`config.mk`:
```
export PLATFORM = sky130hd
export DESIGN_NAME = rtc_cal_engine
export DESIGN_NICKNAME = d
export VERILOG_FILES = /design/src/rtl/rtc_pkg.sv /design/src/rtl/rtc_phase.sv /design/src/rtl/rtc_advance.sv /design/src/rtl/rtc_cal_engine.sv
export SDC_FILE = /design/constraint.sdc
export NUM_CORES = 1
export LEC_CHECK = 0
export CAP_MARGIN = 20
export CELL_PAD_IN_SITES_DETAIL_PLACEMENT = 0
export CELL_PAD_IN_SITES_GLOBAL_PLACEMENT = 2
export CORE_UTILIZATION = 37
export DETAILED_ROUTE_END_ITERATION = 6
export PLACE_DENSITY_LB_ADDON = 0.1
export REMOVE_ABC_BUFFERS = 1
export SLEW_MARGIN = 20
export SYNTH_ARGS = -nofsm -noshare
export SYNTH_HDL_FRONTEND = slang
export SYNTH_SLANG_ARGS = --single-unit
```
`constraint.sdc`:
```
create_clock -name clk -period 17 [get_ports clk]
set_input_delay 1.7 -clock clk [delete_from_list [all_inputs] [get_ports clk]]
set_output_delay 1.7 -clock clk [all_outputs]
set_load 0.1 [all_outputs]
```
`src/rtl/rtc_pkg.sv`:
```
`timescale 1ns/1ps
package rtc_pkg;
  typedef struct packed {
    logic [7:0] yr;
    logic [7:0] mon;
    logic [7:0] dom;
    logic [7:0] dow;
    logic [7:0] hr;
    logic [7:0] min;
    logic [7:0] sec;
  } tm_t;

  localparam tm_t TM_RST = '{yr: 8'h00, mon: 8'h01, dom: 8'h01, dow: 8'h01,
                             hr: 8'h00, min: 8'h00, sec: 8'h00};

  localparam logic [3:0] A_SEC = 4'd0, A_ASEC = 4'd1, A_MIN = 4'd2, A_AMIN = 4'd3;
  localparam logic [3:0] A_HR = 4'd4, A_AHR = 4'd5, A_DOW = 4'd6, A_DOM = 4'd7;
  localparam logic [3:0] A_MON = 4'd8, A_YR = 4'd9, A_CTL = 4'd10, A_STAT = 4'd11;

  // stored byte -> plain number
  function automatic logic [6:0] dec_val(input logic [7:0] v, input logic bin);
    return bin ? v[6:0] : (7'(v[7:4]) * 7'd10 + 7'(v[3:0]));
  endfunction

  // plain number -> stored byte
  function automatic logic [7:0] enc_val(input logic [6:0] n, input logic bin);
    logic [7:0] w;
    w = {1'b0, n};
    return bin ? w : ((w / 8'd10) * 8'd16 + (w % 8'd10));
  endfunction

  // stored hour -> 0..23
  function automatic logic [6:0] hr_to24(input logic [7:0] v, input logic bin, input logic h24);
    logic [6:0] h;
    if (h24) return dec_val(v, bin);
    h = dec_val({1'b0, v[6:0]}, bin);
    if (h == 7'd12) h = 7'd0;
    return v[7] ? h + 7'd12 : h;
  endfunction

  // 0..23 -> stored hour
  function automatic logic [7:0] hr_from24(input logic [6:0] h, input logic bin, input logic h24);
    logic [6:0] k;
    logic [7:0] e;
    if (h24) return enc_val(h, bin);
    k = (h >= 7'd12) ? h - 7'd12 : h;
    if (k == 7'd0) k = 7'd12;
    e = enc_val(k, bin);
    e[7] = (h >= 7'd12);
    return e;
  endfunction

  function automatic logic [6:0] days_in(input logic [6:0] mo, input logic [6:0] yr);
    case (mo)
      7'd2: return (yr[1:0] == 2'b00) ? 7'd29 : 7'd28;
      7'd4, 7'd6, 7'd9, 7'd11: return 7'd30;
      default: return 7'd31;
    endcase
  endfunction

  function automatic logic alarm_hit(input logic [7:0] a, input logic [7:0] c);
    return (a[7:6] == 2'b11) || (a == c);
  endfunction

  function automatic tm_t put_byte(input tm_t t, input logic [3:0] a, input logic [7:0] d);
    tm_t r;
    r = t;
    case (a)
      A_SEC: r.sec = d;
      A_MIN: r.min = d;
      A_HR:  r.hr  = d;
      A_DOW: r.dow = d;
      A_DOM: r.dom = d;
      A_MON: r.mon = d;
      A_YR:  r.yr  = d;
      default: ;
    endcase
    return r;
  endfunction
endpackage

```
`src/rtl/rtc_phase.sv`:
```
`timescale 1ns/1ps
module rtc_phase #(
  parameter int TICKS_PER_SEC = 1024,
  parameter int LEAD_TICKS    = 8
) (
  input  logic clk,
  input  logic rst_n,
  input  logic tick,
  output logic upd_go,
  output logic uip
);
  localparam int CW = (TICKS_PER_SEC > 2) ? $clog2(TICKS_PER_SEC) : 1;
  localparam logic [CW-1:0] LAST = CW'(TICKS_PER_SEC - 1);
  localparam logic [CW-1:0] WARN = CW'(TICKS_PER_SEC - LEAD_TICKS - 1);

  logic [CW-1:0] cnt;

  assign upd_go = tick && (cnt == LAST);

  always_ff @(posedge clk or negedge rst_n) begin
    if (!rst_n) begin
      cnt <= '0;
      uip <= 1'b0;
    end else if (tick) begin
      cnt <= upd_go ? '0 : cnt + 1'b1;
      if (upd_go) uip <= 1'b0;
      else if (cnt == WARN) uip <= 1'b1;
    end
  end


  uip_before_update_chk: assert property (@(posedge clk) disable iff (!rst_n)
    upd_go |-> uip);

  uip_clear_at_update_chk: assert property (@(posedge clk) disable iff (!rst_n)
    $fell(uip) |-> $past(upd_go));
endmodule

```
`src/rtl/rtc_advance.sv`:
```
`timescale 1ns/1ps
module rtc_advance
  import rtc_pkg::*;
(
  input  tm_t  cur,
  input  logic bin,
  input  logic h24,
  output tm_t  nxt,
  output logic sec_wrap,
  output logic min_wrap,
  output logic day_wrap,
  output logic mon_wrap,
  output logic yr_wrap
);
  logic [6:0] s, m, h, dw, d, mo, y;

  always_comb begin
    s  = dec_val(cur.sec, bin);
    m  = dec_val(cur.min, bin);
    h  = hr_to24(cur.hr, bin, h24);
    dw = dec_val(cur.dow, bin);
    d  = dec_val(cur.dom, bin);
    mo = dec_val(cur.mon, bin);
    y  = dec_val(cur.yr, bin);

    sec_wrap = (s >= 7'd59);
    min_wrap = sec_wrap && (m >= 7'd59);
    day_wrap = min_wrap && (h >= 7'd23);
    mon_wrap = day_wrap && (d >= days_in(mo, y));
    yr_wrap  = mon_wrap && (mo >= 7'd12);

    nxt = cur;
    nxt.sec = sec_wrap ? 8'h00 : enc_val(s + 7'd1, bin);
    if (sec_wrap) nxt.min = min_wrap ? 8'h00 : enc_val(m + 7'd1, bin);
    if (min_wrap) nxt.hr  = hr_from24(day_wrap ? 7'd0 : h + 7'd1, bin, h24);
    if (day_wrap) begin
      nxt.dow = enc_val((dw >= 7'd7) ? 7'd1 : dw + 7'd1, bin);
      nxt.dom = enc_val(mon_wrap ? 7'd1 : d + 7'd1, bin);
    end
    if (mon_wrap) nxt.mon = enc_val(yr_wrap ? 7'd1 : mo + 7'd1, bin);
    if (yr_wrap)  nxt.yr  = enc_val((y >= 7'd99) ? 7'd0 : y + 7'd1, bin);
  end
endmodule

```
`src/rtl/rtc_cal_engine.sv`:
```
`timescale 1ns/1ps
module rtc_cal_engine
  import rtc_pkg::*;
#(
  parameter int TICKS_PER_SEC = 1024,
  parameter int LEAD_TICKS    = 8
) (
  input  logic       clk,
  input  logic       rst_n,
  input  logic       tick,
  input  logic       wr_en,
  input  logic       rd_en,
  input  logic [3:0] addr,
  input  logic [7:0] wr_data,
  output logic [7:0] rd_data
);
  tm_t  itm, utm, nxt, itm_d, utm_d;
  logic [7:0] al_sec, al_min, al_hr;
  logic fmt_bin, h24, inhibit, uf, af;
  logic upd_go, uip, hit, rd_clr;
  logic sec_wrap, min_wrap, day_wrap, mon_wrap, yr_wrap;

  rtc_phase #(.TICKS_PER_SEC(TICKS_PER_SEC), .LEAD_TICKS(LEAD_TICKS)) u_phase (
    .clk(clk), .rst_n(rst_n), .tick(tick), .upd_go(upd_go), .uip(uip));

  rtc_advance u_adv (
    .cur(itm), .bin(fmt_bin), .h24(h24), .nxt(nxt),
    .sec_wrap(sec_wrap), .min_wrap(min_wrap), .day_wrap(day_wrap),
    .mon_wrap(mon_wrap), .yr_wrap(yr_wrap));

  assign hit    = alarm_hit(al_sec, nxt.sec) && alarm_hit(al_min, nxt.min)
                  && alarm_hit(al_hr, nxt.hr);
  assign rd_clr = rd_en && (addr == A_STAT);

  always_comb begin
    itm_d = upd_go ? nxt : itm;
    utm_d = (upd_go && !inhibit) ? nxt : utm;
    if (wr_en) begin
      itm_d = put_byte(itm_d, addr, wr_data);
      utm_d = put_byte(utm_d, addr, wr_data);
    end
  end

  always_ff @(posedge clk or negedge rst_n) begin
    if (!rst_n) begin
      itm <= TM_RST;
      utm <= TM_RST;
      al_sec <= 8'h00;
      al_min <= 8'h00;
      al_hr  <= 8'h00;
      fmt_bin <= 1'b0;
      h24     <= 1'b1;
      inhibit <= 1'b0;
      uf <= 1'b0;
      af <= 1'b0;
    end else begin
      itm <= itm_d;
      utm <= utm_d;
      uf  <= upd_go | (uf & ~rd_clr);
      af  <= (upd_go & hit) | (af & ~rd_clr);
      if (wr_en) begin
        case (addr)
          A_ASEC: al_sec <= wr_data;
          A_AMIN: al_min <= wr_data;
          A_AHR:  al_hr  <= wr_data;
          A_CTL:  {inhibit, h24, fmt_bin} <= wr_data[2:0];
          default: ;
        endcase
      end
    end
  end

  always_comb begin
    case (addr)
      A_SEC:  rd_data = utm.sec;
      A_ASEC: rd_data = al_sec;
      A_MIN:  rd_data = utm.min;
      A_AMIN: rd_data = al_min;
      A_HR:   rd_data = utm.hr;
      A_AHR:  rd_data = al_hr;
      A_DOW:  rd_data = utm.dow;
      A_DOM:  rd_data = utm.dom;
      A_MON:  rd_data = utm.mon;
      A_YR:   rd_data = utm.yr;
      A_CTL:  rd_data = {5'b0, inhibit, h24, fmt_bin};
      A_STAT: rd_data = {5'b0, af, uf, uip};
      default: rd_data = 8'h00;
    endcase
  end


  inhibit_freeze_chk: assert property (@(posedge clk) disable iff (!rst_n)
    (inhibit && !wr_en) |=> $stable(utm));

  done_flag_chk: assert property (@(posedge clk) disable iff (!rst_n)
    upd_go |=> uf);

  sec_roll_chk: assert property (@(posedge clk) disable iff (!rst_n)
    (upd_go && sec_wrap && !wr_en) |=> (itm.sec == 8'h00));

  month_roll_chk: assert property (@(posedge clk) disable iff (!rst_n)
    (upd_go && mon_wrap && !wr_en) |=> (itm.dom == 8'h01));

  year_roll_chk: assert property (@(posedge clk) disable iff (!rst_n)
    (upd_go && yr_wrap && !wr_en) |=> (itm.mon == 8'h01));

  alarm_at_update_chk: assert property (@(posedge clk) disable iff (!rst_n)
    $rose(af) |-> $past(upd_go));
endmodule

```
==> out/results.ini <==
[status]
outcome=complete, no violations

[cts]
clk_pin_slew_ns=0.07
cts.sinks=152
tritoncts=done
cts-resized-gates=0
insertion_delay_ns=0.44
clk_path_buf_depth=2
cts_buffers=17
cts_max_level=4
cts_root_buffer=clkbuf_16
post_cts_buffers=0
hold_buffers=0

[critical_path]
critPathArrivalTime_ns=12.74
slowest_delay_ns=0.59
cp_slowest_cell=nor3_2
criticalPathCategory=reg2reg
reg2reg_depth=46
reg2reg_to=af
critPathCaptureType=flip-flop
cp_data_required_time_ns=17.35
start_kind=flip-flop
critical_path.reg2reg.startpoint=itm[22]
critPathMaxFanout=27
cpMostUsedCell=ha_1
rrSetupSlack_ns=4.61

[placed_design]
gp_congestion=0.8752
place_ws_ns=4.744
hpwl_um=41080
post_dp_cell_area_um2=17450
io_buffer_count=24

[die]
die_area_um2=46050
dieWidth_um=214.6
die_y_um=214.6
num_io_pins=25
rows=77
core_um2=44410
start_util_pct=37.65

[global_route]
track_usage_pct=24.12
antenna_found_initial=1
grt_pass1_vias=15340
grt_max_degree=84
grt_pass1_wl_um=88630
grt-ovfl-total=0

[routing]
wl_met1_um=26480
drc=0
firstDrtPassIters=6
viasPerCell=5.869
wl_met3_um=1743
wire_per_inst_um=20.33
drtIter0Drc=1305
highest_layer=met5
vias=16050
finalWirelength_um=55600
met2_wirelength_um=26240
ant_nets=0

[yosys]
ys_types=112
synth-async-reset-ratio_pct=100.0
synth-warning-count=0
syn-instance-count=2173
synth_area_um2=16720
ys_seq_area_share_pct=22.80
synth_edf_count=0
ys_seq_elements=152
synth_ff_type=dfrtp_1
synth.avg_cell_area_um2=7.695

[min_path]
whs_endpoint=u_phase.cnt[8]
min_from=u_phase.cnt[8]
hp-class=reg2reg
hold_path_depth=1

[timing]
timing.final.hold_violations=0
post-route-period-util_pct=72.90
setup_slack_ns=4.607
max_slew_margin_pct=26.23
fin_hold_ws_ns=0.4757
final_max_slew_viol_count=0
worstMarginPinSlew_ns=1.098
fmax_mhz=80.69
period_needed_ns=12.39
skew_ns=0.01111
grt_setup_unrepaired=no
setup_viol=0
tns_ns=0

[layout]
area_delta_synth_final_pct=7.669
drive_above_1_share_pct=8.166
layout.nets=2272
num_antenna_cells=0
final_cell_area_um2=18000

[flow_run]
cap_violations=0

## cell usage after synthesis, types with 18 or more instances
cell type  number  area, um^2
nand2b_1       19       118.9
nand2_1       293        1100
nor2_1        206       773.2
mux2_2         51       574.3
and3_1         20       125.1
inv_1          60       225.2
nand3_1        63       315.3
xnor2_1        96       840.8
a211oi_1       24       180.2
o21ai_0       180       900.9
a31oi_1        44       275.3
a21oi_1       186       930.9
a21o_1         24       180.2
dfrtp_1       145        3628
xor2_1         44       385.4
nor2b_1        18       112.6
fa_1           22       440.4
o211ai_1       22       165.2
clkbuf_1       88       330.3
nor3_1         50       250.2
ha_1          103        1289
mux2i_1        47       470.5
## state kept, by name, summed over array words and instances (netlist names), 8 cells and up
name,flops
al_sec,8
al_min,8
u_phase.cnt,10
al_hr,8
itm,56
utm,56
## area by class of cell
class                      instances  area (um^2)
sequential                       152         3816
clock inverter                    11        91.34
timing repair buffer              49        429.2
fill                            4564        26410
clock buffer                      21        460.4
tap                              592        740.7
inverter                          66        247.7
multi-input combinational       1844        12220
## placed cells by master (no fill, tap or decap), types with 18 or more instances in the layout
master / count
a21oi_1: 186
a31oi_1: 44
mux2_2: 51
xnor2_1: 96
nand2b_1: 19
nor3_1: 50
fa_1: 22
a211oi_1: 24
nor2b_1: 18
a21o_1: 24
xor2_1: 44
nand2_1: 293
inv_1: 60
buf_4: 25
mux2i_1: 47
nand3_1: 63
dfrtp_1: 144
o21ai_0: 180
and3_1: 20
ha_1: 103
clkdlybuf4s50_1: 23
nor2_1: 204
o211ai_1: 22
## metrics by stage
stage,std cells,util (%)
final,2735,40.54
after global routing,2735,40.54
after CTS,2735,40.54
after detailed placement,2703,39.30
after global placement,2703,39.30
after floorplan,2062,-
## metal layers
metal	global-route usage, %	up-vias
met2	40.38	371
met5	0	-
met4	6.786	2
met1	33.28	7807
met3	1.716	52
li1	-	7820
## worst max-delay path by stage
stage | from | to | slack (ns) | cells after the start
floorplan | fmt_bin | af | 4.11 | 42
global placement | itm[22] | af | 5.13 | 46
detailed placement | itm[22] | af | 4.74 | 47
CTS | itm[22] | af | 4.69 | 47
global route | itm[22] | af | 3.48 | 46
finish | itm[22] | af | 4.61 | 46
## critical path: cells and delay by family (launching register included)
family	cells	cell delay (ns)
fa+ha+maj	7	2.28
xor+xnor	4	1.15
mux	1	0.15
buf+inv	4	1.05
simple gates	16	3.80
compound gates	14	3.34
flops	1	0.52
## cell families after synthesis
| kind of cell | Yosys count | synth area share (%) |
|---|---|---|
| flops | 152 | 22.80 |
| xor+xnor | 141 | 7.430 |
| simple gates | 775 | 21.18 |
| compound gates | 685 | 26.90 |
| fa+ha+maj | 128 | 10.52 |
| buf+inv | 188 | 4.504 |
| mux | 102 | 6.622 |
| other cells | 2 | 0.04491 |
Power is left out: the tool's default activity adds up to more than one toggle a clock period on the data nets, which glitch-free logic cannot reach.
